--- src/rtl/rstctl_pkg.sv ---
package rstctl_pkg;
    localparam int LINES_PER_REG = 16;
    localparam int BUS_W         = 32;
    typedef logic [LINES_PER_REG-1:0] line_word_t;
endpackage

--- src/rtl/rstctl_bank.sv ---
module rstctl_bank
    import rstctl_pkg::*;
#(
    parameter bit INIT_ASSERTED = 1'b0
) (
    input  logic       clk_i,
    input  logic       rst_ni,
    input  logic       wr_hit_i,
    input  line_word_t wr_mask_i,
    input  line_word_t wr_val_i,
    output line_word_t lines_o
);
    typedef struct packed {
        line_word_t lines;
    } bank_state_t;

    bank_state_t st_d, st_q;

    always_comb begin
        st_d = st_q;
        if (wr_hit_i) begin
            st_d.lines = (st_q.lines & ~wr_mask_i) | (wr_val_i & wr_mask_i);
        end
    end

    always_ff @(posedge clk_i or negedge rst_ni) begin
        if (!rst_ni) begin
            st_q.lines <= {LINES_PER_REG{INIT_ASSERTED}};
        end else begin
            st_q <= st_d;
        end
    end

    assign lines_o = st_q.lines;

    // A write that enables no bit must not disturb the word
    assert_idle_hold_R3: assert property (@(posedge clk_i) disable iff (!rst_ni)
        (!wr_hit_i || (wr_mask_i == '0)) |=> $stable(lines_o));

    for (genvar n = 0; n < LINES_PER_REG; n++) begin : g_bit_chk
        // Enabled bit takes the written value
        assert_load_R2: assert property (@(posedge clk_i) disable iff (!rst_ni)
            (wr_hit_i && wr_mask_i[n]) |=> (lines_o[n] == $past(wr_val_i[n])));
        // Unenabled bit holds
        assert_keep_R3: assert property (@(posedge clk_i) disable iff (!rst_ni)
            !(wr_hit_i && wr_mask_i[n]) |=> $stable(lines_o[n]));
    end
endmodule

--- src/rtl/rstctl_restart.sv ---
module rstctl_restart #(
    parameter bit INIT_ASSERTED = 1'b0
) (
    input  logic clk_i,
    input  logic rst_ni,
    input  logic line0_i,
    output logic restart_o
);
    typedef struct packed {
        logic prev;
        logic pulse;
    } rs_state_t;

    rs_state_t st_d, st_q;

    always_comb begin
        st_d       = st_q;
        st_d.prev  = line0_i;
        st_d.pulse = st_q.prev & ~line0_i;
    end

    always_ff @(posedge clk_i or negedge rst_ni) begin
        if (!rst_ni) begin
            st_q.prev  <= INIT_ASSERTED;
            st_q.pulse <= 1'b0;
        end else begin
            st_q <= st_d;
        end
    end

    assign restart_o = st_q.pulse;

    assert_pulse_one_cycle_R8: assert property (@(posedge clk_i) disable iff (!rst_ni)
        restart_o |=> !restart_o);
    assert_pulse_line_low_R8: assert property (@(posedge clk_i) disable iff (!rst_ni)
        restart_o |-> !line0_i);
    assert_release_fires_R8: assert property (@(posedge clk_i) disable iff (!rst_ni)
        $fell(line0_i) |=> restart_o);
endmodule

--- src/rtl/rstctl_top.sv ---
module rstctl_top
    import rstctl_pkg::*;
#(
    parameter int NUM_REGS      = 10,
    parameter int ADDR_W        = 8,
    parameter bit INIT_ASSERTED = 1'b0
) (
    input  logic                          clk_i,
    input  logic                          rst_ni,
    input  logic [ADDR_W-1:0]             bus_addr_i,
    input  logic                          bus_we_i,
    input  logic [BUS_W-1:0]              bus_wdata_i,
    output logic [BUS_W-1:0]              bus_rdata_o,
    output logic [NUM_REGS*LINES_PER_REG-1:0] rst_lines_o,
    output logic                          sys_restart_o
);
    localparam int IDX_W = ADDR_W - 2;

    initial begin
        assert_space_fits_R1: assert (NUM_REGS >= 1 && NUM_REGS <= (1 << IDX_W));
    end

    logic [IDX_W-1:0] reg_idx;
    logic             aligned;
    line_word_t       wmask;
    line_word_t       wval;
    line_word_t       bank_lines [NUM_REGS];
    line_word_t       rd_word;
    logic             rd_valid;

    assign reg_idx = bus_addr_i[ADDR_W-1:2];
    assign aligned = (bus_addr_i[1:0] == 2'b00);
    assign wmask   = bus_wdata_i[BUS_W-1:LINES_PER_REG];
    assign wval    = bus_wdata_i[LINES_PER_REG-1:0];

    for (genvar i = 0; i < NUM_REGS; i++) begin : g_bank
        logic hit;
        assign hit = bus_we_i && aligned && (reg_idx == IDX_W'(i));

        rstctl_bank #(
            .INIT_ASSERTED(INIT_ASSERTED)
        ) bank_i (
            .clk_i    (clk_i),
            .rst_ni   (rst_ni),
            .wr_hit_i (hit),
            .wr_mask_i(wmask),
            .wr_val_i (wval),
            .lines_o  (bank_lines[i])
        );

        assign rst_lines_o[i*LINES_PER_REG +: LINES_PER_REG] = bank_lines[i];
    end

    always_comb begin
        rd_word  = '0;
        rd_valid = 1'b0;
        for (int i = 0; i < NUM_REGS; i++) begin
            if (aligned && (reg_idx == IDX_W'(i))) begin
                rd_word  = bank_lines[i];
                rd_valid = 1'b1;
            end
        end
    end

    assign bus_rdata_o = rd_valid ? {{(BUS_W-LINES_PER_REG){1'b0}}, rd_word} : '0;

    rstctl_restart #(
        .INIT_ASSERTED(INIT_ASSERTED)
    ) restart_i (
        .clk_i    (clk_i),
        .rst_ni   (rst_ni),
        .line0_i  (rst_lines_o[0]),
        .restart_o(sys_restart_o)
    );

    assert_outside_ignored_R6: assert property (@(posedge clk_i) disable iff (!rst_ni)
        (bus_we_i && ((int'(bus_addr_i[ADDR_W-1:2]) >= NUM_REGS) || (bus_addr_i[1:0] != 2'b00)))
        |=> $stable(rst_lines_o));
    assert_no_strobe_hold_R9: assert property (@(posedge clk_i) disable iff (!rst_ni)
        !bus_we_i |=> $stable(rst_lines_o));
    assert_upper_zero_R5: assert property (@(posedge clk_i) disable iff (!rst_ni)
        bus_rdata_o[BUS_W-1:LINES_PER_REG] == '0);
endmodule

--- config.mk ---
export PLATFORM = sky130hd
export DESIGN_NAME = rstctl_top
export DESIGN_NICKNAME = d
export VERILOG_FILES = /design/src/rtl/rstctl_pkg.sv /design/src/rtl/rstctl_bank.sv /design/src/rtl/rstctl_restart.sv /design/src/rtl/rstctl_top.sv
export SDC_FILE = /design/constraint.sdc
export NUM_CORES = 1
export LEC_CHECK = 0
export BUFFER_PORTS_ARGS = -buffer_cell sky130_fd_sc_hd__buf_4
export CAP_MARGIN = 10
export CORE_ASPECT_RATIO = 0.6
export CORE_UTILIZATION = 30
export DETAILED_ROUTE_END_ITERATION = 7
export GPL_TIMING_DRIVEN = 1
export PLACE_DENSITY = 0.59
export REMOVE_ABC_BUFFERS = 1
export SLEW_MARGIN = 20
export SYNTH_ARGS = -nofsm -noshare
export SYNTH_HDL_FRONTEND = slang
export SYNTH_HIERARCHICAL = 1
export SYNTH_SLANG_ARGS = --single-unit
--- constraint.sdc ---
create_clock -name clk_i -period 6.3 [get_ports clk_i]
set_input_delay 0.945 -clock clk_i [delete_from_list [all_inputs] [get_ports clk_i]]
set_output_delay 0.945 -clock clk_i [all_outputs]
set_load 0.02 [all_outputs]
After elaboration in Yosys (flattened, before gate mapping)
Cells that the tools add are included.
{"block": "classes", "reduce_logical": 23, "n_eq_ne": 9, "bitwise_logic": 24, "muxes": 21}
{"operator": "$and A16 B16 Y16", "count": 11}
{"operator": "$mux W16", "count": 11}
{"operator": "$or A16 B16 Y16", "count": 10}
{"operator": "$eq A6 B3 Y1 const B", "count": 4}
{"operator": "$logic_and A1 B1 Y1", "count": 21}
{"operator": "$not A16 Y16", "count": 1}
{"operator": "$eq A6 B2 Y1 const B", "count": 2}
{"operator": "$eq A6 B4 Y1 const B", "count": 2}
{"operator": "$mux W1", "count": 10}
{"operator": "$eq A6 B1 Y1 const B", "count": 1}
{"operator": "$logic_not A6 Y1", "count": 1}
{"operator": "$logic_not A2 Y1", "count": 1}
{"operator": "$and A1 B1 Y1", "count": 1}
{"operator": "$not A1 Y1", "count": 1}
{"block": "word_totals", "input_bits": 43, "reg_bits": 162, "output_inout_bits": 193, "elab_cells": 89}

Logic depth before layout (Yosys ltp)
Gate-level depths: netlist (run 1).
{"block": "logic_depth", "ltp_word": 13, "depth_mapped": 9, "ltp_nobuf": 6}

By module
Netlist (run 1), hierarchy kept.
{"module": "rstctl_bank", "area_each_um2": 700.7, "seq_area_each_um2": 400.4, "cells_each": 50, "instances": 10}
{"module": "rstctl_top", "area_each_um2": 1775.5, "seq_area_each_um2": 0.0, "cells_each": 282, "instances": 1}
{"module": "rstctl_restart", "area_each_um2": 63.8, "seq_area_each_um2": 50.0, "cells_each": 3, "instances": 1}

Worst setup path after synthesis (run 1)
No wires, ideal clock.
{"block": "synth_timing", "kind": "input port to output port", "startpoint": "input port bus_addr_i[7]", "endpoint": "output port bus_rdata_o[14]", "arrival_ns": 2.658, "path_buffers": 2, "setup_slack_ns": 2.697, "stages": 6, "t_required_ns": 5.355, "cell_sequence": "or2_2 clkbuf_1 nor4b_2 buf_2 o21ai_0 nor3_1"}
{"block": "synth_via", "elab_chain_len": 13, "elab_cells_between_ends": 41, "classes_between": "eq/ne (9); mux (21); reduce/logical (11)"}
{"item": "start, declared", "line_no": "rstctl_top.sv:10", "rtl": "input logic [ADDR_W-1:0] bus_addr_i,"}
{"item": "$logic_not A6 Y1", "line_no": "rstctl_top.sv:58", "rtl": "if (aligned && (reg_idx == IDX_W'(i))) begin"}
{"item": "$logic_and A1 B1 Y1", "line_no": "rstctl_top.sv:58"}
{"item": "$mux W16 or $mux W1 (tied branches) (10 in a row)", "line_no": "rstctl_top.sv:58"}
{"item": "$mux W16 (*)", "line_no": "rstctl_top.sv:65", "rtl": "assign bus_rdata_o = rd_valid ? {{(BUS_W-LINES_PER_REG){1'b0}}, rd_word} : '0;"}
{"item": "end, declared", "line_no": "rstctl_top.sv:13", "rtl": "output logic [BUS_W-1:0] bus_rdata_o,"}
Mark *: on every way between the ends. The rest lies on a longest branch, timed or not.

Worst setup path in the final report (run 1)
{"block": "layout_timing", "startpoint": "input port bus_addr_i[1]", "endpoint": "output port bus_rdata_o[8]"}
{"block": "layout_via", "elab_chain_len": 13, "elab_cells_between_ends": 32, "classes_between": "mux (21); reduce/logical (11)"}
{"item": "$logic_not A2 Y1 (*)", "line_no": "rstctl_top.sv:32", "rtl": "assign aligned = (bus_addr_i[1:0] == 2'b00);"}
{"item": "$logic_and A1 B1 Y1", "line_no": "rstctl_top.sv:58"}
{"item": "$mux W16 or $mux W1 (tied branches) (10 in a row)", "line_no": "rstctl_top.sv:58"}
{"item": "$mux W16 (*)", "line_no": "rstctl_top.sv:65"}
Marked as above.

==> qor.csv, run 1 <==
metric;value;unit
status;complete, no violations;
fin crit period;4510;ps
Mapped Area;8850;µm²
dpl hpwl;22700;µm
max-slew violations;0;
clock sinks;162;
Static Leak;5.65;nW
drc violations;0;
VDD IR max;0.154;mV
routed len/inst;23.5;µm
asr flop ratio synth;100;%
Max Fclk;222;MHz
Total Wirelength;33100;µm
row count;48;
combinational power share;10.6;%
commonest non-fill, non-tap cells in the layout;buf_4 (233), nand2_1 (187), dfrtp_1 (162);
H-tree lvl count;4;
TNS Setup;0;ps
Initial Util;30.6;%
final net count;1035;
antenna cells;0;
total of max-cap violations;0;
DRT Pass-1 Iters;4;
# IOs;236;
sequential area share after synthesis;45.8;%
CTS tree;done;
Sw Ratio;25.5;%
GR Util All Layers;22.0;%
count of different cell masters after synthesis;46;
CTS clock-pin slew for the worst setup and hold paths;60;ps
Setup CP Type;in2out;
Port Buffers;219;
ys flop type;dfrtp_1;
Avg Cell Area, Syn;11.3;µm²
Final setup viols;0;
CTS Root Cell;clkbuf_16;
CP arrival;3560;ps
synthesized flop and latch total;162;
Slew @ Worst Pin;1200;ps
Setup Skew;0.0904;ps
period utilization;71.5;%
worst hold path class;in2async;
commonest non-fill, non-tap cell in the layout;buf_4;
critical path startpoint category;primary input;
Rel. slew slack;19.8;%
Final ANT Viol Nets;0;
vias in the first global route;7093;
pin count of the biggest net entering global routing;70;
CP Data Required Time;5350;ps
core area;28900;µm²
fillers;2819;
Setup Fix Bufs, Post-CTS;0;
die height;135;µm
Worst-Skew Late Latency;430;ps
critical path fanouts, max;14;
Vias/cell;5.07;
sw power;0.000647;W
Clk pwr share;46.1;%
hold buffer count at cts;0;
die width;224;µm
internal cell power;0.00189;W
final core utilization;39.5;%
share of layout cells above drive strength 1;45.2;%
initial antenna violation count;0;
PwrDens;222;nW/µm²
Gate Count Post-Synth;785;
TritonCTS Buffers;17;
Vias;7126;
Worst setup EP type;output pin;
YS warnings;6;
global-route wire length before repair;47900;µm
DR iter-0 viols;469;
maximum clock path buffer count;2;
Reg2Reg Setup Slack;5460;ps
Post-CTS Resized;0;
area delta synth->final;28.9;%
RD Place Congestion;0.811;
RSZ-0062 raised after global routing;no;
Post-synth EDFFs;0;
die area;30200;µm²
final hold viol count;0;
Reg power frac;43.3;%
grt ovf;0;
## stage by stage
step	instances	setup slack, ps	hold WS (ps)	cell area (µm²)	power [W]
5_1_grt	1405	1660	418	11400	0.00262
4_1_cts	1405	1820	407	11400	0.00255
3_5_place_dp	1373	1820	465	10800	0.00139
3_3_place_gp	1373	1830	455	10800	0.00138
2_1_floorplan	739	2530	450	8450	0.00122
6_report	1405	1790	416	11400	0.00253
## worst max-delay path, stage by stage
cell and delay (ps):
buf_4 150, or4b_4 580, nor3_4 480, nand2_1 690
o21ai_0 380, a31oi_1 130, buf_4 200
## cell type report
type                       count  area (µm²)  share of cell area [%]
multi-input combinational    577        4440                    38.9
sequential                   162        4050                    35.6
timing repair buffer         234        1760                    15.4
tap                          400         500                    4.39
clock buffer                  19         443                    3.88
clock inverter                13         205                    1.80
## metal layers
layer | part of all wire (%) | global-route usage (%) | vias to the layer above
li1 | - | - | 3180
met1 | 48 | 31.8 | 3615
met2 | 44 | 32.7 | 297
met3 | 7.0 | 5.11 | 34
met4 | 1.4 | 6.09 | 0
met5 | 0 | 0 | -
## power by group through the flow
stage / clock [W] / combinational (W) / sequential (W)
detailed placement: 0 / 0.000271 / 0.00111
floorplan: 0 / 0.0000743 / 0.00114
finish: 0.00117 / 0.000269 / 0.00110
CTS: 0.00119 / 0.000272 / 0.00110
global placement: 0 / 0.000269 / 0.00111
global route: 0.00123 / 0.000287 / 0.00110
## final timing paths
kind | from | end | cells after the start
max in group asynchronous | rst_ni | async pin | 2
worst max register to register | flop | flop | 1
min in group clk_i | restart_i/st_q[1] | restart_i/restart_o | 1
worst min-delay path | rst_ni | async pin | 1
worst min register to register | restart_i/st_q[1] | restart_i/restart_o | 1
worst max-delay path | bus_addr_i[1] | bus_rdata_o[8] | 7
## cells by family after synthesis
kind of cell           after synthesis  share of synthesized area [%]
AND/OR/NAND/NOR                    271                           13.5
buffers and inverters               61                           5.09
flip-flops                         162                           45.8
multiplexers                       183                           27.4
AO/OA/AOI/OAI                      107                           8.10
other                                1                         0.0424
## synth_stat cells (4+ instances only)
cell type,count,share of area (%)
nand2b_1,4,0.28
clkbuf_1,16,0.68
mux2i_1,10,1.1
nor3_1,13,0.74
buf_2,5,0.28
o221ai_1,12,1.2
buf_4,17,1.4
a31oi_1,9,0.64
a21oi_1,15,0.85
dfrtp_1,162,46
nand3_1,7,0.40
nor2b_1,4,0.28
nor2_1,29,1.2
and3_1,4,0.28
buf_6,20,2.5
nor3b_1,4,0.34
o21ai_0,27,1.5
nand2_1,187,7.9
o22ai_1,16,1.1
mux2_4,100,17
a2bb2oi_1,7,0.69
mux2_2,73,9.3
a221oi_1,5,0.50
o22a_1,5,0.50
No activity file was read; power rests on OpenSTA's default activity.
==> run 2: changes to the inputs <==
Settings changed: ABC_AREA from default to 1, PLACE_DENSITY 0.59 to 0.61.
Clock period 6.3 ns to 3.6 ns, I/O delays scaled along.
==> run 2 against run 1 <==
Net effect:
- setup slack worse by 1200 ps
- global-route usage is 0.74 points higher
- clock power is 60% higher
- first-iteration DRC count is 100% higher
- hold slack worse by 250 ps
- cell count is 31% higher
- non-clock buffer count is 8 higher
- total power is 66% higher
- synthesized cell count is 56% higher
- critical path depth is 5 higher
==> qor.csv, run 2 <==
metric;value;unit;change
global-route wire length before repair;50900;µm;+6.2%
Max Fclk;338;MHz;
internal cell power;0.00311;W;+65%
asr flop ratio synth;100;%;unchanged
Vias;9108;;+28%
Gate Count Post-Synth;1222;;+56%
GR Util All Layers;22.8;%;+0.74 points
Post-synth EDFFs;0;;unchanged
Setup Skew;0.713;ps;+0.623 ps
Port Buffers;219;;unchanged
Avg Cell Area, Syn;7.34;µm²;-35%
Clk pwr share;44.4;%;-1.7 points
TNS Setup;0;ps;unchanged
sequential area share after synthesis;45.2;%;-0.61 points
vias in the first global route;8205;;+16%
final core utilization;39.5;%;about the same
placed insts;1819;;+32%
ys flop type;dfrtp_1;;
Synth Area in Adders;0;%;unchanged
XOR/XNOR Fraction of Synth Area;0;%;unchanged
synthesized flop and latch total;162;;unchanged
Post-Synth Simple-Gate Area;43.0;%;+29 points
die height;136;µm;+0.66%
Setup Fix Bufs, Post-CTS;0;;unchanged
Post-CTS Resized;0;;unchanged
Worst-Skew Late Latency;440;ps;about the same
non-filler instance count after layout;1847;;+31%
Vias/cell;4.93;;-2.8%
combinational power share;9.9;%;-0.7 points
clock sinks;162;;unchanged
CP Data Required Time;3060;ps;-2290 ps
top routing layer used;met4;;
max-slew violations;0;;unchanged
Worst setup EP type;output pin;;
Final setup viols;0;;unchanged
initial antenna violation count;0;;unchanged
met2 WL;14500;µm;-0.25%
Reg power frac;45.8;%;+2.5 points
commonest non-fill, non-tap cells in the layout;nand2_1 (610), buf_4 (236), nand3_1 (176);;
# IOs;236;;unchanged
Buf/Inv on CP;3;;+1
Initial Util;30.8;%;+0.22 points
Rel. slew slack;34.5;%;+15 points
final net count;1481;;+43%
slowest CP cell;nor2_4;;
worst-path cell chain;buf_4, nor2_1, nand2_2, nor2_4, buf_4, nand2_1, nand3_1, nand2_1, nand4_1, nand2_1, a21oi_1, buf_4;;
period utilization;82.2;%;
reg2reg path depth;2;;+1
DR WL met3;2820;µm;+21%
Setup CP Type;in2out;;
Synth top cells by count;nand2_1 (610), nand3_1 (176), dfrtp_1 (162);;
met1 wire length;16400;µm;+4.5%
dpl hpwl;23900;µm;+4.9%
PwrDens;367;nW/µm²;+65%
TritonCTS Buffers;17;;unchanged
cell with the most instances after synthesis;nand2_1;;
CTS tree;done;;
Synth area leaders;dfrtp_1 (45%), nand2_1 (26%), nand3_1 (9.8%);;
final hold viol count;0;;unchanged
Synth Area in Compound Gates;3.52;%;-4.6 points
RD Place Congestion;0.815;;+0.54%
status;complete, no violations;;
mux contribution to synthesized area;0;%;-27 points
Mapped Area;8960;µm²;+1.3%
DRT Pass-1 Iters;5;;+1
delay-heaviest family, CP;simple AND/OR/NAND/NOR gates;;
drc violations;0;;unchanged
maximum clock path buffer count;2;;unchanged
total of max-cap violations;0;;unchanged
commonest non-fill, non-tap cell in the layout;nand2_1;;
CTS clock-pin slew for the worst setup and hold paths;60;ps;about the same
critical path fanouts, max;14;;unchanged
area delta synth->final;28.0;%;
RSZ-0062 raised after global routing;no;;
antenna cells;0;;unchanged
VDD IR max;0.261;mV;+70%
Static Leak;6.01;nW;+6.4%
Reg2Reg Setup Slack;2900;ps;-2560 ps
share of layout cells above drive strength 1;22.6;%;-23 points
Slew @ Worst Pin;980;ps;-223 ps
sw power;0.00110;W;+70%
critical path startpoint category;primary input;;
die width;225;µm;+0.66%
core area;29100;µm²;+0.62%
DR iter-0 viols;947;;+100%
worst hold path class;in2async;;
grt ovf;0;;unchanged
count of different cell masters after synthesis;30;;-35%
routed len/inst;18.6;µm;-21%
YS warnings;6;;unchanged
H-tree lvl count;4;;unchanged
die area;30600;µm²;+1.3%
hold buffer count at cts;0;;unchanged
critical path's largest stage delay;380;ps;-310 ps
fin crit period;2960;ps;
CP arrival;2420;ps;-1140 ps
Total Wirelength;34400;µm;+4.0%
pin count of the biggest net entering global routing;87;;+24%
Yosys top cell by area;dfrtp_1;;
area share of the largest cell type after synthesis;45.2;%;-0.61 points
largest family of logic cells by synthesized area;simple AND/OR/NAND/NOR gates;;
row count;48;;unchanged
Final ANT Viol Nets;0;;unchanged
CTS Root Cell;clkbuf_16;;
Sw Ratio;26.1;%;+0.59 points
[run 2: worst max-delay path by stage]
stage / from / end / slack [ps] / cells past startpoint
6_report: bus_addr_i[2] / bus_rdata_o[7] / 640 / 12
5_1_grt: bus_addr_i[2] / bus_rdata_o[7] / 550 / 12
4_1_cts: bus_addr_i[2] / bus_rdata_o[7] / 640 / 12
3_5_place_dp: bus_addr_i[2] / bus_rdata_o[7] / 650 / 12
3_3_place_gp: bus_addr_i[2] / bus_rdata_o[7] / 710 / 12
2_1_floorplan: bus_we_i / flop / 220 / 5
[run 2: through the flow]
stage	worst slack, ps	cell area [µm²]	hold slack (ps)	total power, W
final	641	11500	163	0.00420
after global routing	554	11500	214	0.00435
after CTS	642	11500	193	0.00424
after detailed placement	655	10900	444	0.00237
after global placement	707	10900	434	0.00237
after floorplan	220	8450	244	0.00208
[run 2: kinds of logic after synthesis]
family          count (synthesis)
flops                         162
other cells                     1
simple gates                  901
buf+inv                       104
compound gates                 54
[run 2: per-layer routing]
layer	up-vias	track usage, %
li1	4300	-
met1	4347	33.8
met2	425	32.5
met3	36	5.01
met4	0	7.18
met5	-	0
[run 2: worst register-to-register path, delay by kind of cell, from the launching register on]
kind             cells  cell delay (ps)
flip-flops           1              460
AND/OR/NAND/NOR      2              140
[run 2: power groups by stage]
stage | Sequential (W) | Clock (W) | Combinational (W)
finish | 0.00192 | 0.00187 | 0.000415
global route | 0.00193 | 0.00197 | 0.000452
CTS | 0.00192 | 0.00190 | 0.000418
detailed placement | 0.00196 | 0 | 0.000417
global placement | 0.00196 | 0 | 0.000411
floorplan | 0.00200 | 0 | 0.0000860
[run 2: cell type report]
type	instances	area, µm²
fillers	3060	17600
multi-input cells	971	4300
flip-flops and latches	162	4050
repair buffers	242	1880
well taps	400	500
clock buffers	22	464
inverters	44	165
clock inverters	6	108
